<file path="src/rtl/nlfsr_pkg.sv">
package nlfsr_pkg;
  localparam int unsigned BLK_W = 32;
  localparam int unsigned KEY_W = 64;
  localparam int unsigned NLF_IN = 5;
  localparam logic [31:0] NLF_TABLE = 32'h3A5C742E;

  typedef enum logic {
    DIR_ENC = 1'b0,
    DIR_DEC = 1'b1
  } dir_e;

  function automatic logic nlf5(input logic [NLF_IN-1:0] idx);
    return NLF_TABLE[idx];
  endfunction
endpackage

</file>
<file path="src/rtl/nlfsr_round.sv">
// One round of the register, forward or inverse, chosen at elaboration.
module nlfsr_round
  import nlfsr_pkg::*;
#(
  parameter bit INVERSE = 1'b0
) (
  input  logic [BLK_W-1:0] s_i,
  input  logic             kbit_i,
  output logic [BLK_W-1:0] s_o
);
  logic fb;

  generate
    if (!INVERSE) begin : g_fwd
      always_comb begin
        fb  = nlf5({s_i[31], s_i[26], s_i[20], s_i[9], s_i[1]})
              ^ s_i[16] ^ s_i[0] ^ kbit_i;
        s_o = {fb, s_i[BLK_W-1:1]};
      end
    end else begin : g_inv
      always_comb begin
        fb  = nlf5({s_i[30], s_i[25], s_i[19], s_i[8], s_i[0]})
              ^ s_i[15] ^ s_i[31] ^ kbit_i;
        s_o = {s_i[BLK_W-2:0], fb};
      end
    end
  endgenerate
endmodule

</file>
<file path="src/rtl/nlfsr_keysched.sv">
// Rotating key register: the active key bit is always at position 0.
module nlfsr_keysched
  import nlfsr_pkg::*;
#(
  parameter int unsigned INV_ROT = 15
) (
  input  logic             clk,
  input  logic             rst_n,
  input  logic             load_i,
  input  logic             adv_i,
  input  logic             dec_i,
  input  logic [KEY_W-1:0] key_i,
  output logic             kbit_o
);
  logic [KEY_W-1:0]   key_q, key_d;
  logic [2*KEY_W-1:0] key_dbl;
  logic [KEY_W-1:0]   key_pre;

  always_comb begin
    key_dbl = {key_i, key_i};
    key_pre = key_dbl[INV_ROT +: KEY_W];
    key_d   = key_q;
    if (load_i) begin
      key_d = dec_i ? key_pre : key_i;
    end else if (adv_i) begin
      key_d = dec_i ? {key_q[KEY_W-2:0], key_q[KEY_W-1]}
                    : {key_q[0], key_q[KEY_W-1:1]};
    end
  end

  always_ff @(posedge clk or negedge rst_n) begin
    if (!rst_n) key_q <= '0;
    else if (load_i || adv_i) key_q <= key_d;
  end

  assign kbit_o = key_q[0];
endmodule

</file>
<file path="src/rtl/nlfsr_ctrl.sv">
// Round counter and start/busy/done sequencing.
module nlfsr_ctrl #(
  parameter int unsigned ROUNDS = 528,
  localparam int unsigned CW = $clog2(ROUNDS)
) (
  input  logic clk,
  input  logic rst_n,
  input  logic start_i,
  output logic busy_o,
  output logic done_o,
  output logic load_o,
  output logic adv_o
);
  logic [CW-1:0] cnt_q, cnt_d;
  logic          busy_q, busy_d;
  logic          done_q, done_d;
  logic          last;

  always_comb begin
    load_o = start_i && !busy_q;
    adv_o  = busy_q;
    last   = busy_q && (cnt_q == CW'(ROUNDS - 1));
    cnt_d  = cnt_q;
    busy_d = busy_q;
    if (load_o) begin
      cnt_d  = '0;
      busy_d = 1'b1;
    end else if (busy_q) begin
      cnt_d  = cnt_q + CW'(1);
      if (last) busy_d = 1'b0;
    end
    done_d = last;
  end

  always_ff @(posedge clk or negedge rst_n) begin
    if (!rst_n) begin
      cnt_q  <= '0;
      busy_q <= 1'b0;
      done_q <= 1'b0;
    end else begin
      cnt_q  <= cnt_d;
      busy_q <= busy_d;
      done_q <= done_d;
    end
  end

  assign busy_o = busy_q;
  assign done_o = done_q;
endmodule

</file>
<file path="src/rtl/nlfsr_cipher_core.sv">
module nlfsr_cipher_core
  import nlfsr_pkg::*;
#(
  parameter int unsigned ROUNDS = 528,
  localparam int unsigned INV_ROT = (ROUNDS - 1) % KEY_W
) (
  input  logic             clk,
  input  logic             rst_n,
  input  logic             start_i,
  input  logic             decrypt_i,
  input  logic [BLK_W-1:0] data_i,
  input  logic [KEY_W-1:0] key_i,
  output logic             busy_o,
  output logic             done_o,
  output logic [BLK_W-1:0] data_o
);
  logic             load, adv, kbit;
  logic             dir_q, dir_d;
  logic [BLK_W-1:0] st_q, st_d, st_fwd, st_inv;

  nlfsr_ctrl #(.ROUNDS(ROUNDS)) u_ctrl (
    .clk(clk), .rst_n(rst_n), .start_i(start_i),
    .busy_o(busy_o), .done_o(done_o), .load_o(load), .adv_o(adv)
  );

  nlfsr_keysched #(.INV_ROT(INV_ROT)) u_key (
    .clk(clk), .rst_n(rst_n), .load_i(load), .adv_i(adv),
    .dec_i(dir_d), .key_i(key_i), .kbit_o(kbit)
  );

  nlfsr_round #(.INVERSE(1'b0)) u_fwd (.s_i(st_q), .kbit_i(kbit), .s_o(st_fwd));
  nlfsr_round #(.INVERSE(1'b1)) u_inv (.s_i(st_q), .kbit_i(kbit), .s_o(st_inv));

  always_comb begin
    dir_d = load ? decrypt_i : dir_q;
    st_d  = st_q;
    if (load)     st_d = data_i;
    else if (adv) st_d = (dir_q == DIR_DEC) ? st_inv : st_fwd;
  end

  always_ff @(posedge clk or negedge rst_n) begin
    if (!rst_n) begin
      st_q  <= '0;
      dir_q <= DIR_ENC;
    end else begin
      if (load || adv) st_q <= st_d;
      if (load) dir_q <= dir_d;
    end
  end

  assign data_o = st_q;
endmodule

</file>
<file path="config.mk">
export PLATFORM = sky130hd
export DESIGN_NAME = nlfsr_cipher_core
export DESIGN_NICKNAME = d
export VERILOG_FILES = /design/src/rtl/nlfsr_pkg.sv /design/src/rtl/nlfsr_round.sv /design/src/rtl/nlfsr_keysched.sv /design/src/rtl/nlfsr_ctrl.sv /design/src/rtl/nlfsr_cipher_core.sv
export SDC_FILE = /design/constraint.sdc
export NUM_CORES = 1
export LEC_CHECK = 0
export ABC_CLOCK_PERIOD_IN_PS = 1600
export BUFFER_PORTS_ARGS = -buffer_cell sky130_fd_sc_hd__buf_2
export CORE_MARGIN = 3
export CORE_UTILIZATION = 35
export DETAILED_ROUTE_END_ITERATION = 8
export PLACE_DENSITY = 0.54
export SLEW_MARGIN = 10
export SYNTH_ARGS = -nofsm -noshare
export SYNTH_HDL_FRONTEND = slang
export SYNTH_SLANG_ARGS = --single-unit
export TNS_END_PERCENT = 30
</file>
<file path="constraint.sdc">
create_clock -name clk -period 1.6 [get_ports clk]
set_input_delay 0.24 -clock clk [delete_from_list [all_inputs] [get_ports clk]]
set_output_delay 0.24 -clock clk [all_outputs]
set_load 0.02 [all_outputs]
</file>
==> impl_metrics.env <==
export IMPL_final_cells=1125
export IMPL_via_per_inst=5.09
export IMPL_clk_latency_ns=0.36
export IMPL_outcome="finished, final reports clean"
export IMPL_period_minus_slack_ns=1.52
export IMPL_area_growth_syn_to_layout_pct=19.3
export IMPL_drv_cap=0
export IMPL_synth_area_leaders="dfrtp_1 40%, mux2i_1 24%, a21oi_1 12%"
export IMPL_max_vdd_ir_drop_uv=708
export IMPL_die_area_mm2=0.0214
export IMPL_initial_utilization_pct=36.2
export IMPL_critical_path_buf_inv_count=2
export IMPL_synth_seq_cells=109
export IMPL_antenna_found_initial=0
export IMPL_die_w_um=146
export IMPL_wl_per_cell_um=16.9
export IMPL_crit_chain="buf_12 > buf_2"
export IMPL_cts_sink_count=109
export IMPL_critPathTopFamily="flip-flops"
export IMPL_syn_nets=857
export IMPL_grt_pass1_vias=5491
export IMPL_most_common_layout_cells="162 x mux2i_1, 162 x a21oi_1, 135 x nor2_1, 130 x buf_2, 107 x dfrtp_1"
export IMPL_cts_tree="built"
export IMPL_setup_tns_ns=0
export IMPL_std_cell_rows=50
export IMPL_core_area_mm2=0.0190
export IMPL_synthArstFlopShare_pct=100
export IMPL_diodes=0
export IMPL_drt_pass1_iterations=5
export IMPL_rsz0062_at_grt="false"
export IMPL_worst_pin_slew_ns=0.539
export IMPL_cts_resized=0
export IMPL_track_usage_pct=17.8
export IMPL_crit_type="flop to primary output"
export IMPL_cp_max_fo=51
export IMPL_power_uw=13700
export IMPL_dp_cells=1108
export IMPL_required_ns=1.36
export IMPL_pin_count=134
export IMPL_grt_max_degree=129
export IMPL_maxSlewHeadroom_pct=64.1
export IMPL_hold_class="input port to flop"
export IMPL_synth_area_per_cell_um2=9.10
export IMPL_drtIter0Drc=368
export IMPL_drv_slew=0
export IMPL_die_h_um=146
export IMPL_cts_made_buffers=9
export IMPL_post_synth_top_area_cell="dfrtp_1"
export IMPL_root_buffer="clkbuf_16"
export IMPL_ys_seq_area_share_pct=39.6
export IMPL_grt_overflow=0
export IMPL_cp_slowest_stage_delay_ns=0.47
export IMPL_fin_crit_sh_pct=95.2
export IMPL_crit_path_top_delay_cell="dfrtp_4"
export IMPL_cts_hold_buf=1
export IMPL_post_cts_buffers=0
export IMPL_cellLeakagePower_uw=0.00366
export IMPL_p_per_area_mw_per_mm2=1660
export IMPL_cts_htree_levels=3
export IMPL_setup_violations=0
export IMPL_end_kind="primary output"
export IMPL_syn_cell_area_mm2=0.00688
export IMPL_synth_top_area_share_pct=39.6
export IMPL_synth_edf_count=0
export IMPL_num_vias=5726
export IMPL_place_hpwl_um=13900
export IMPL_start_kind="flop"
export IMPL_nets=961
export IMPL_port_buffer_count=133
export IMPL_place_congestion=0.823
export IMPL_ant_nets=0
export IMPL_clk_pin_slew_ns=0.08
export IMPL_drive_gt1_share_pct=20.9
export IMPL_ys_warn_count=0
export IMPL_syn_inst=756
export IMPL_arrival_ns=1.28
export IMPL_hold_violations=0
export IMPL_fin_skew_ns=0.0106
export IMPL_synth_ff_type="dfrtp_1"
export IMPL_grt_pass1_wl_um=31000
export IMPL_yosysUniqueCellTypes=34
export IMPL_timing_fmax_mhz=657
export IMPL_finalWirelength_um=19000
export IMPL_drc=0
export IMPL_clk_path_buf_depth=2
==> Yosys cell counts, types with 5 or more instances <==
| cell type | n |
|---|---|
| a211oi_1 | 30 |
| a21oi_1 | 162 |
| buf_1 | 6 |
| buf_2 | 37 |
| buf_6 | 5 |
| clkbuf_1 | 12 |
| dfrtp_1 | 109 |
| mux2i_1 | 162 |
| nand2_1 | 12 |
| nand4_1 | 5 |
| nor2_1 | 135 |
| nor2b_1 | 30 |
| o21ai_0 | 7 |
==> final timing paths <==
kind / slack (ns) / endpoint / startpoint / cells after the start
worst max-delay path: 0.08 / busy_o / u_ctrl.adv_o / 2
worst min-delay path: 0.15 / data_o[6] / data_i[6] / 3
worst max register to register: 0.11 / u_key.key_q[39] / dir_q / 3
worst min register to register: 0.47 / u_ctrl.cnt_q[9] / u_ctrl.cnt_q[9] / 1
max in group asynchronous: 0.74 / data_o[31] / rst_n / 3
min in group asynchronous: 0.33 / u_key.key_q[6] / rst_n / 2
==> cell type report <==
class / instances / area (um2)
inverter: 1 / 3.75
timing repair buffer: 158 / 1000
clock buffer: 11 / 253
fill: 1918 / 10800
tap: 260 / 325
clock inverter: 5 / 82.6
sequential: 109 / 2740
multi-input combinational: 581 / 3810
==> cell families after synthesis <==
kind of cell,after synthesis,share of synthesized area [%]
AND/OR/NAND/NOR,206,13.9
AO/OA/AOI/OAI,205,16.2
multiplexers,167,24.4
flip-flops,109,39.6
buffers and inverters,66,5.02
XOR/XNOR,2,0.691
adder cells (fa/ha/maj),1,0.182
==> worst reg2reg max path: cells and delay by family (launching register included) <==
family,cells,cell delay [ns]
AOI/OAI and AO/OA,1,0.10
DFF,1,0.73
buffers and inverters,1,0.26
muxes,1,0.27
==> sequential cells by signal (all words and copies together), names as in the netlist <==
signal,flops
data_o,32
dir_q,1
u_ctrl.adv_o,1
u_ctrl.cnt_q,10
u_ctrl.done_o,1
u_key.key_q,64
==> per-stage QoR <==
| stage | util, % | hold WS (ns) | worst slack (ns) | area (um2) |
|---|---|---|---|---|
| after floorplan | - | -0.0556 | 0.213 | 6880 |
| after global placement | 41.4 | 0.165 | 0.112 | 7870 |
| after detailed placement | 41.4 | 0.163 | 0.0948 | 7870 |
| after CTS | 43.2 | 0.137 | 0.0629 | 8210 |
| after global routing | 43.2 | 0.150 | 0.00192 | 8210 |
| final | 43.2 | 0.151 | 0.0772 | 8210 |
==> report_power, final <==
| part | internal (uW) | switching [uW] |
|---|---|---|
| clock network | 1460 | 1050 |
| logic | 2800 | 2630 |
| registers | 4120 | 1610 |
==> metal layers <==
metal	part of all wire [%]	routed length (um)	GRT usage, %	vias up
met4	1.6	306	3.86	0
met3	4.9	933	4.25	20
met2	44	8410	26.7	138
met1	49	9380	26.0	2658
li1	-	-	-	2910
met5	0	0	0	-
No activity file was read; power rests on OpenSTA's default activity.
